## src/rtl/dwp_pkg.sv

```systemverilog
package dwp_pkg;
    typedef enum logic {
        SEQ_IDLE = 1'b0,
        SEQ_RUN  = 1'b1
    } seq_mode_e;
endpackage

```

## src/rtl/dwp_packer.sv

```systemverilog
module dwp_packer #(
    parameter int BPW = 4
) (
    input  logic                     clk,
    input  logic                     rst_n,
    input  logic                     clr,
    input  logic                     take,
    input  logic                     last,
    input  logic [7:0]               dat,
    output logic                     emit,
    output logic [8*BPW-1:0]         word,
    output logic [$clog2(BPW+1)-1:0] fill
);
    localparam int DW = 8 * BPW;
    localparam int CW = (BPW > 1) ? $clog2(BPW) : 1;
    localparam int NW = $clog2(BPW + 1);

    typedef struct packed {
        logic [CW-1:0] lane;
        logic [DW-1:0] acc;
    } pk_state_t;

    pk_state_t s_q, s_d;
    logic [DW-1:0] merged;

    always_comb begin
        merged = s_q.acc;
        for (int i = 0; i < BPW; i++) begin
            if (s_q.lane == CW'(i)) merged[i*8 +: 8] = dat;
        end
        emit = take && ((s_q.lane == CW'(BPW - 1)) || last);
        word = merged;
        fill = NW'(s_q.lane) + NW'(1);

        s_d = s_q;
        if (clr || emit) begin
            s_d.lane = '0;
            s_d.acc  = '0;
        end else if (take) begin
            s_d.lane = s_q.lane + CW'(1);
            s_d.acc  = merged;
        end
    end

    always_ff @(posedge clk or negedge rst_n) begin
        if (!rst_n) s_q <= '0;
        else        s_q <= s_d;
    end

    // a word leaves and the next byte starts again in lane 0
    a_r3_lane_restart: assert property (@(posedge clk) disable iff (!rst_n)
        emit |=> (s_q.lane == '0));

    // an emitted word never claims more lanes than a word has
    a_r7_fill_range: assert property (@(posedge clk) disable iff (!rst_n)
        emit |-> (fill >= NW'(1) && fill <= NW'(BPW)));
endmodule

```

## src/rtl/dwp_seq.sv

```systemverilog
module dwp_seq #(
    parameter int AW  = 32,
    parameter int LW  = 18,
    parameter int BPW = 4
) (
    input  logic                     clk,
    input  logic                     rst_n,
    input  logic                     sw_rst,
    input  logic                     dma_en,
    input  logic [AW-1:0]            start_addr,
    input  logic [LW-1:0]            xfer_len,
    input  logic                     no_be,
    input  logic                     byte_vld,
    input  logic                     emit,
    input  logic [8*BPW-1:0]         word,
    input  logic [$clog2(BPW+1)-1:0] fill,
    input  logic                     wr_ack,
    output logic                     byte_rdy,
    output logic                     take,
    output logic                     last,
    output logic                     wr_req,
    output logic [AW-1:0]            wr_addr,
    output logic [8*BPW-1:0]         wr_data,
    output logic [BPW-1:0]           wr_be,
    output logic                     finish
);
    import dwp_pkg::*;

    localparam int DW = 8 * BPW;
    localparam int NW = $clog2(BPW + 1);

    typedef struct packed {
        seq_mode_e     mode;
        logic          en_prev;
        logic [AW-1:0] addr;
        logic [LW-1:0] remain;
        logic          req;
        logic [DW-1:0] data;
        logic [BPW-1:0] be;
    } sq_state_t;

    sq_state_t s_q, s_d;
    logic start_now, accept_wr;
    logic [BPW-1:0] lane_mask;

    always_comb begin
        start_now = dma_en && !s_q.en_prev && (s_q.mode == SEQ_IDLE) && !sw_rst;
        byte_rdy  = (s_q.mode == SEQ_RUN) && dma_en && !s_q.req &&
                    (s_q.remain != '0) && !sw_rst;
        take      = byte_vld && byte_rdy;
        last      = (s_q.remain == LW'(1));
        accept_wr = s_q.req && wr_ack && !sw_rst;
        finish    = (accept_wr && (s_q.remain == '0)) ||
                    (start_now && (xfer_len == '0));

        for (int i = 0; i < BPW; i++) lane_mask[i] = (NW'(i) < fill);

        s_d = s_q;
        s_d.en_prev = dma_en;
        if (sw_rst) begin
            s_d.mode = SEQ_IDLE;
            s_d.req  = 1'b0;
        end else if (start_now) begin
            s_d.addr   = start_addr;
            s_d.remain = xfer_len;
            s_d.mode   = (xfer_len != '0) ? SEQ_RUN : SEQ_IDLE;
        end else begin
            if (take) s_d.remain = s_q.remain - LW'(1);
            if (emit) begin
                s_d.req  = 1'b1;
                s_d.data = word;
                s_d.be   = no_be ? '1 : lane_mask;
            end
            if (accept_wr) begin
                s_d.req  = 1'b0;
                s_d.addr = s_q.addr + AW'(BPW);
                if (s_q.remain == '0) s_d.mode = SEQ_IDLE;
            end
        end
    end

    always_ff @(posedge clk or negedge rst_n) begin
        if (!rst_n) s_q <= '0;
        else        s_q <= s_d;
    end

    assign wr_req  = s_q.req;
    assign wr_addr = s_q.addr;
    assign wr_data = s_q.data;
    assign wr_be   = s_q.be;

    // an unanswered request keeps its payload
    a_r4_req_hold: assert property (@(posedge clk) disable iff (!rst_n)
        (wr_req && !wr_ack && !sw_rst) |=>
        (wr_req && $stable(wr_addr) && $stable(wr_data) && $stable(wr_be)));

    // no byte is taken while a word waits on the bus
    a_r4_no_take_busy: assert property (@(posedge clk) disable iff (!rst_n)
        wr_req |-> !take);

    // an acknowledged write steps the address by one word
    a_r5_addr_step: assert property (@(posedge clk) disable iff (!rst_n)
        (wr_req && wr_ack && !sw_rst) |=> (wr_addr == $past(wr_addr) + AW'(BPW)));

    // the byte budget only shrinks between starts
    a_r6_budget: assert property (@(posedge clk) disable iff (!rst_n)
        !start_now |=> (s_q.remain <= $past(s_q.remain)));
endmodule

```

## src/rtl/dwp_done.sv

```systemverilog
module dwp_done (
    input  logic clk,
    input  logic rst_n,
    input  logic sw_rst,
    input  logic set,
    input  logic clr,
    output logic irq
);
    logic irq_q, irq_d;

    always_comb begin
        irq_d = irq_q;
        if (sw_rst)   irq_d = 1'b0;
        else if (set) irq_d = 1'b1;
        else if (clr) irq_d = 1'b0;
    end

    always_ff @(posedge clk or negedge rst_n) begin
        if (!rst_n) irq_q <= 1'b0;
        else        irq_q <= irq_d;
    end

    assign irq = irq_q;

    // completion wins over a clear in the same cycle
    a_r9_set_wins: assert property (@(posedge clk) disable iff (!rst_n)
        (set && !sw_rst) |=> irq);

    // status holds until cleared
    a_r9_hold: assert property (@(posedge clk) disable iff (!rst_n)
        (irq && !clr && !sw_rst) |=> irq);

    // software reset drops the status
    a_r11_sw_clear: assert property (@(posedge clk) disable iff (!rst_n)
        sw_rst |=> !irq);
endmodule

```

## src/rtl/dma_wpack.sv

```systemverilog
module dma_wpack #(
    parameter int AW  = 32,
    parameter int LW  = 18,
    parameter int BPW = 4
) (
    input  logic               clk,
    input  logic               rst_n,
    input  logic               sw_rst,
    input  logic               dma_en,
    input  logic [AW-1:0]      start_addr,
    input  logic [LW-1:0]      xfer_len,
    input  logic               wr_no_be,
    input  logic               byte_vld,
    input  logic [7:0]         byte_dat,
    output logic               byte_rdy,
    output logic               wr_req,
    output logic [AW-1:0]      wr_addr,
    output logic [8*BPW-1:0]   wr_data,
    output logic [BPW-1:0]     wr_be,
    input  logic               wr_ack,
    output logic [AW-1:0]      cur_addr,
    output logic               done_irq,
    input  logic               done_clr
);
    localparam int DW = 8 * BPW;
    localparam int NW = $clog2(BPW + 1);

    logic          take, last, emit, finish;
    logic [DW-1:0] word;
    logic [NW-1:0] fill;

    dwp_packer #(.BPW(BPW)) u_pack (
        .clk  (clk),
        .rst_n(rst_n),
        .clr  (sw_rst),
        .take (take),
        .last (last),
        .dat  (byte_dat),
        .emit (emit),
        .word (word),
        .fill (fill)
    );

    dwp_seq #(.AW(AW), .LW(LW), .BPW(BPW)) u_seq (
        .clk       (clk),
        .rst_n     (rst_n),
        .sw_rst    (sw_rst),
        .dma_en    (dma_en),
        .start_addr(start_addr),
        .xfer_len  (xfer_len),
        .no_be     (wr_no_be),
        .byte_vld  (byte_vld),
        .emit      (emit),
        .word      (word),
        .fill      (fill),
        .wr_ack    (wr_ack),
        .byte_rdy  (byte_rdy),
        .take      (take),
        .last      (last),
        .wr_req    (wr_req),
        .wr_addr   (wr_addr),
        .wr_data   (wr_data),
        .wr_be     (wr_be),
        .finish    (finish)
    );

    dwp_done u_done (
        .clk   (clk),
        .rst_n (rst_n),
        .sw_rst(sw_rst),
        .set   (finish),
        .clr   (done_clr),
        .irq   (done_irq)
    );

    assign cur_addr = wr_addr;
endmodule

```

## config.mk

```make
export PLATFORM = sky130hd
export DESIGN_NAME = dma_wpack
export DESIGN_NICKNAME = d
export VERILOG_FILES = /design/src/rtl/dwp_pkg.sv /design/src/rtl/dwp_packer.sv /design/src/rtl/dwp_seq.sv /design/src/rtl/dwp_done.sv /design/src/rtl/dma_wpack.sv
export SDC_FILE = /design/constraint.sdc
export NUM_CORES = 1
export LEC_CHECK = 0
export BUFFER_PORTS_ARGS = -buffer_cell sky130_fd_sc_hd__buf_2
export CAP_MARGIN = 40
export CORE_MARGIN = 10
export CORE_UTILIZATION = 45
export DETAILED_ROUTE_END_ITERATION = 16
export PLACE_DENSITY_LB_ADDON = 0.25
export SYNTH_ARGS = -nofsm -noshare
export SYNTH_HDL_FRONTEND = slang
export SYNTH_SLANG_ARGS = --single-unit
```

## constraint.sdc

```tcl
create_clock -name clk -period 3.4 [get_ports clk]
set_clock_uncertainty 0.15 [all_clocks]
set_input_delay 0.68 -clock clk [delete_from_list [all_inputs] [get_ports clk]]
set_output_delay 0.68 -clock clk [all_outputs]
set_load 0.02 [all_outputs]
```

* Word level (Yosys, flattened, before mapping)
Index checks and enable logic that the tools add are counted.
** Word-level totals
- Output and inout bits :: 103
- Input bits :: 66
- Flip-flop bits (word level) :: 124
** Cells by class
- Bitwise gates (word level) :: 3
- Reduce and logical (&&, ||, !) cells :: 36
- $lt $le $gt $ge :: 4
- Multiplexer cells :: 22
- Equal/unequal tests :: 5
- Add/subtract/negate cells :: 4
** Operators with widths (count)
- $mux W37 :: 2
- $mux W34 :: 2
- $mux W50 :: 1
- $logic_not A18 Y1 :: 2
- $reduce_bool A18 Y1 :: 2
- $add A32 B3 Y32 const B :: 1
- $mux W32 :: 1
- $mux W8 :: 4
- $eq A18 B1 Y1 const B :: 1
- $mux W18 :: 1
- $sub A18 B1 Y18 const B :: 1
- $logic_and A1 B1 Y1 :: 13
- $reduce_bool A3 Y1 :: 4
- $mux W1 :: 10
- $reduce_and A2 Y1 :: 4
- $lt A1 B3 Y1 const A :: 2
- $lt A2 B3 Y1 const A :: 2
- $reduce_bool A2 Y1 :: 3
- $eq A2 B2 Y1 const B :: 2
- $mux W4 :: 1
- $add A2 B1 Y3 const B :: 1
- $logic_not A1 Y1 :: 3
- $logic_or A1 B1 Y1 :: 3
- $not A1 Y1 :: 3
- 5 further kinds :: 5

* Depth between registers and ports, before layout
- Word-level depth :: 10
- Depth in mapped cells :: 8

* By module
A second synthesis with hierarchy kept.
** Unflattened totals
- Cell total of the unflattened synthesis :: 657
- Area, all modules :: 6886.6 um2
** Modules (own cells, without submodules)
- dwp_seq :: instances 1, area an instance 4892.2 um2, cells an instance 501
- dwp_packer :: instances 1, area an instance 1710.4 um2, cells an instance 120
- dma_wpack :: instances 1, area an instance 240.2 um2, cells an instance 32
- dwp_done :: instances 1, area an instance 43.8 um2, cells an instance 4

* Worst setup path before layout
Ideal clock, no wire load.
- Kind :: register -> output
- Start point :: reg u_seq.s_q[50] (netlist bit)
- End point :: out byte_rdy
- Stages on the path, launching flop included :: 5
- Slack :: 0.699 ns
- Buffers on the path :: 0
- Data required time :: 2.570 ns
- Data arrival time :: 1.871 ns
- Cells stage by stage :: dfrtp_1 -> or4_4 -> or4_4 -> nor2_1 -> nor2b_1
** On the way
- Longest elaborated chain between the ends :: 3
** RTL lines
- start, declared :: line dwp_seq.sv:42 : sq_state_t s_q, s_d;
- start signal, assigned :: line dwp_seq.sv:83 : if (!rst_n) s_q <= '0;
- start signal, assigned :: line dwp_seq.sv:84 : else s_q <= s_d;
- $reduce_bool A18 Y1 :: line dwp_seq.sv:49 : (s_q.remain != '0) && !sw_rst;
- $logic_and A1 B1 Y1 :: line dwp_seq.sv:48 : byte_rdy = (s_q.mode == SEQ_RUN) && dma_en && !s_q.req &&
- $logic_and A1 B1 Y1 :: line dwp_seq.sv:49
- end, declared :: line dma_wpack.sv:15 : output logic byte_rdy,
Every way passes these cells.

* Final worst setup path
- Start point :: reg u_seq.s_q[47] (netlist bit)
- End point :: out byte_rdy
The elaborated chain is that of the path after synthesis.

==> report_table.html <==
<table>
<tr><th>Metric</th><th>Value</th></tr>
<tr><th colspan="2">Status</th></tr>
<tr><td>Run status</td><td>finished, final reports clean</td></tr>
<tr><th colspan="2">Floorplanning</th></tr>
<tr><td>Site Rows</td><td>46</td></tr>
<tr><td>Starting utilization of the core area</td><td>45.7%</td></tr>
<tr><td>I/O pins</td><td>169</td></tr>
<tr><td>Area of the placeable core</td><td>0.0158 mm^2</td></tr>
<tr><td>Die extent in y</td><td>147 um</td></tr>
<tr><td>Area of the die</td><td>0.0216 mm^2</td></tr>
<tr><td>Die Span X</td><td>147 um</td></tr>
<tr><th colspan="2">GRT</th></tr>
<tr><td>Total global-route track usage</td><td>18.2%</td></tr>
<tr><td>Vias in the first global route</td><td>5,813</td></tr>
<tr><td>Wire length of the first global-routing pass</td><td>31.7 mm</td></tr>
<tr><td>Initial antenna violation count</td><td>2</td></tr>
<tr><td>Remaining Overflow, GRT</td><td>0</td></tr>
<tr><td>Maximum number of pins on one net before global-route repair</td><td>69</td></tr>
<tr><th colspan="2">Layout</th></tr>
<tr><td>Number of nets in the layout</td><td>908</td></tr>
<tr><td>Fraction of layout cells with a size suffix above 1</td><td>28.4%</td></tr>
<tr><td>Layout-stage area growth over the synthesis result</td><td>13.7%</td></tr>
<tr><td>Fill cell total of the finished layout</td><td>1,486</td></tr>
<tr><th colspan="2">Timing</th></tr>
<tr><td>Max Fclk</td><td>309 MHz</td></tr>
<tr><td>Number of slew-limit violations in the final report</td><td>0</td></tr>
<tr><td>Rel. slew slack</td><td>47.9%</td></tr>
<tr><td>Setup-violating endpoint count in the final report</td><td>0</td></tr>
<tr><td>Slack of the critical path</td><td>168 ps</td></tr>
<tr><td>Transition time at the pin with the least slew margin</td><td>781 ps</td></tr>
<tr><td>Total negative slack</td><td>0 ps</td></tr>
<tr><td>Final number of hold-violating endpoints</td><td>0</td></tr>
<tr><td>Setup repair after global routing missed its margin</td><td>no</td></tr>
<tr><td>Share of the cycle needed by the critical path after routing</td><td>95.1%</td></tr>
<tr><td>Final Critical Period</td><td>3230 ps</td></tr>
<tr><th colspan="2">Synth</th></tr>
<tr><td>Number of standard cells after synthesis</td><td>768</td></tr>
<tr><td>Post-Syn Area per Cell</td><td>9.43 um^2</td></tr>
<tr><td>Synth top area share</td><td>42.9%</td></tr>
<tr><td>Post-Synth Adder-Cell Area</td><td>1.56%</td></tr>
<tr><td>Simple-gate share of the synthesized area</td><td>19.3%</td></tr>
<tr><td>Unique masters post-synth</td><td>57</td></tr>
<tr><td>Post-synthesis xor/xnor area fraction</td><td>3.39%</td></tr>
<tr><td>Most used DFF post-synth</td><td>dfrtp_1</td></tr>
<tr><td>Most area-hungry cell type in the Yosys netlist</td><td>dfrtp_1</td></tr>
<tr><td>Cell Area, Synth</td><td>0.00724 mm^2</td></tr>
<tr><td>Fraction of the mapped netlist area in compound gates</td><td>14.3%</td></tr>
<tr><td>Post-synthesis async set-or-reset flop share</td><td>100%</td></tr>
<tr><td>Area contributors post-synth</td><td>dfrtp_1, buf_4, a21oi_1</td></tr>
<tr><td>Count of flip-flops with a built-in enable after synthesis</td><td>0</td></tr>
<tr><td>Multiplexer area fraction after synthesis</td><td>5.03%</td></tr>
<tr><td>Main combinational cell family by area after synthesis</td><td>simple AND/OR/NAND/NOR gates</td></tr>
<tr><td>Sequential element share of the synthesized area</td><td>42.9%</td></tr>
<tr><td>Mapped Nets</td><td>843</td></tr>
<tr><td>Count of warnings emitted by yosys</td><td>0</td></tr>
<tr><td>Seq cells post-synth</td><td>124</td></tr>
<tr><th colspan="2">Power</th></tr>
<tr><td>Total power of the final layout</td><td>4.28 mW</td></tr>
<tr><td>Power density over cell area</td><td>520 mW/mm^2</td></tr>
<tr><td>Worst VDD drop</td><td>0.344 mV</td></tr>
<tr><td>Static Leak</td><td>4.14 nW</td></tr>
<tr><th colspan="2">Placed design</th></tr>
<tr><td>Final weighted congestion in routability-driven placement</td><td>0.805</td></tr>
<tr><td>Port buffer count</td><td>168</td></tr>
<tr><td>Total half-perimeter wirelength after legalization and detailed placement</td><td>13.8 mm</td></tr>
<tr><td>Setup slack after placement</td><td>572 ps</td></tr>
<tr><th colspan="2">Clock tree</th></tr>
<tr><td>Post-cts hold buffer count</td><td>0</td></tr>
<tr><td>Maximum count of clock buffers along a single path</td><td>2</td></tr>
<tr><td>Clock insertion delay at the later pin of the skew report</td><td>420 ps</td></tr>
<tr><td>Post-cts repair resize count</td><td>0</td></tr>
<tr><td>Clock transition at the registers of the reported paths</td><td>60 ps</td></tr>
<tr><td>Root Buffer Master</td><td>clkbuf_16</td></tr>
<tr><td>CTS tree</td><td>built</td></tr>
<tr><td>Clock sink count</td><td>124</td></tr>
<tr><td>H-tree depth</td><td>4</td></tr>
<tr><td>CTS Buf Count</td><td>17</td></tr>
<tr><td>Total setup buffers inserted after CTS</td><td>0</td></tr>
<tr><th colspan="2">Worst setup path</th></tr>
<tr><td>Worst setup SP type</td><td>flip-flop</td></tr>
<tr><td>Critical path endpoint category</td><td>output port</td></tr>
<tr><td>Biggest fanout along the worst timing path</td><td>6</td></tr>
<tr><td>Type of the worst setup path</td><td>reg2out</td></tr>
<tr><td>Required time worst endpoint</td><td>2570 ps</td></tr>
<tr><td>Worst Path Arrival</td><td>2400 ps</td></tr>
<tr><th colspan="2">Routing</th></tr>
<tr><td>DRC violations left</td><td>0</td></tr>
<tr><td>Initial detailed-routing violation count</td><td>392</td></tr>
<tr><td>Final routed wirelength across all metal layers</td><td>19.8 mm</td></tr>
<tr><td>Detailed-router iteration count before antenna repair</td><td>5</td></tr>
<tr><td>Routed WL per cell</td><td>18.6 um</td></tr>
<tr><td>Via count normalized by instance count</td><td>5.46</td></tr>
<tr><td>Via count of the routed design</td><td>5,812</td></tr>
<tr><td>Antenna viol nets, final</td><td>0</td></tr>
<tr><th colspan="2">Job</th></tr>
<tr><td>Count of max-cap constraint violations</td><td>0</td></tr>
<tr><th colspan="2">Min path</th></tr>
<tr><td>Hold/Removal Path Class</td><td>in2async</td></tr>
</table>
## report_power, final
group	internal, mW	switching, mW
registers	1.60	0.168
logic	0.267	0.465
clock network	1.11	0.667
## metrics by stage
| step | area (um^2) | instances | utilization (%) | hold slack (ps) |
|---|---|---|---|---|
| 4_1_cts | 8220 | 1062 | 52.0 | 98.7 |
| 3_5_place_dp | 7650 | 1030 | 48.3 | 324 |
| 3_3_place_gp | 7650 | 1030 | 48.3 | 318 |
| 6_report | 8230 | 1064 | 52.0 | 84.9 |
| 2_1_floorplan | 7240 | 768 | - | 234 |
| 5_1_grt | 8230 | 1064 | 52.0 | 116 |
## worst paths after layout
path                            cells past startpoint  slack (ps)           start           endpoint
worst max-delay path                                5         170   u_seq.s_q[47]           byte_rdy
worst min-delay path                                1          80           rst_n  u_seq.wr_addr[29]
worst max register to register                      6         540   u_seq.s_q[47]  u_seq.wr_data[22]
worst min register to register                      1         330  u_pack.s_q[31]     u_pack.s_q[31]
max in group asynchronous                           2        2220           rst_n      u_seq.s_q[37]
min in group clk                                    1         250          dma_en      u_seq.s_q[87]
## layout by cell type (no fill, tap or decap), types with 4 or more instances in the layout
cell | netlist | final
clkinv_2 | 0 | 5
clkbuf_16 | 0 | 17
and2_1 | 10 | 10
nand3_1 | 20 | 20
buf_12 | 0 | 5
a31oi_1 | 12 | 12
nand2_1 | 57 | 57
and4_1 | 4 | 4
o31ai_1 | 4 | 4
dfrtp_1 | 124 | 124
buf_4 | 102 | 17
xor2_1 | 22 | 22
a21oi_1 | 77 | 76
a211o_1 | 24 | 24
inv_1 | 7 | 7
buf_2 | 9 | 167
and3_1 | 54 | 54
nor4_1 | 10 | 9
or4_1 | 6 | 6
xnor2_1 | 6 | 6
nand4_1 | 17 | 17
nor3_1 | 19 | 19
nor2_1 | 28 | 27
o21ai_0 | 30 | 30
ha_1 | 9 | 9
mux2i_1 | 33 | 33
## critical path, stage by stage, from the launching register on
cell     delay, ps
dfrtp_1        410
or4_1          640
or4_4          500
nor2_1         200
nor2b_1         60
buf_2          160
## cell usage after synthesis, types with 6 or more instances
library cell and instances:
a211o_1 24, ha_1 9, o21ai_0 30, xnor2_1 6, dfrtp_1 124, nand2_1 57
and2_1 10, mux2i_1 33, a21oi_1 77, nor4_1 10, nor3_1 19, a31oi_1 12
xor2_1 22, or4_1 6, inv_1 7, nand3_1 20, nor2_1 28, buf_2 9
and3_1 54, clkbuf_1 25, buf_4 102, nand4_1 17
## area by class of cell
cell class	count	area [um^2]	area share, %
sequential	124	3100	37.7
clock buffer	21	460	5.60
timing repair buffer	189	1060	12.9
multi-input combinational	494	3180	38.7
clock inverter	11	118	1.43
tap	216	270	3.28
antenna	2	5.00	0.0608
inverter	7	26.3	0.319
## metal layers
layer | up-vias | wire length (um) | track usage [%]
met2 | 166 | 9510 | 29.3
met1 | 2822 | 8980 | 22.8
met3 | 19 | 1120 | 5.68
met5 | - | 0 | 0
met4 | 0 | 205 | 5.26
li1 | 2805 | - | -
## state kept, by name (all words and copies together) (netlist names)
register and count:
u_done.irq 1, u_pack.s_q 34, u_seq.s_q 20, u_seq.wr_addr 32, u_seq.wr_be 4, u_seq.wr_data 32, u_seq.wr_req 1
## cell families (layout without fill, tap and decap cells)
kind of cell,count (synthesis),count (layout)
AO/OA/AOI/OAI,168,168
XOR/XNOR,28,28
adder cells (fa/ha/maj),9,9
buffers and inverters,150,228
flip-flops,124,124
multiplexers,36,36
other,0,2
AND/OR/NAND/NOR,253,253
No activity file was read; power rests on OpenSTA's default activity.
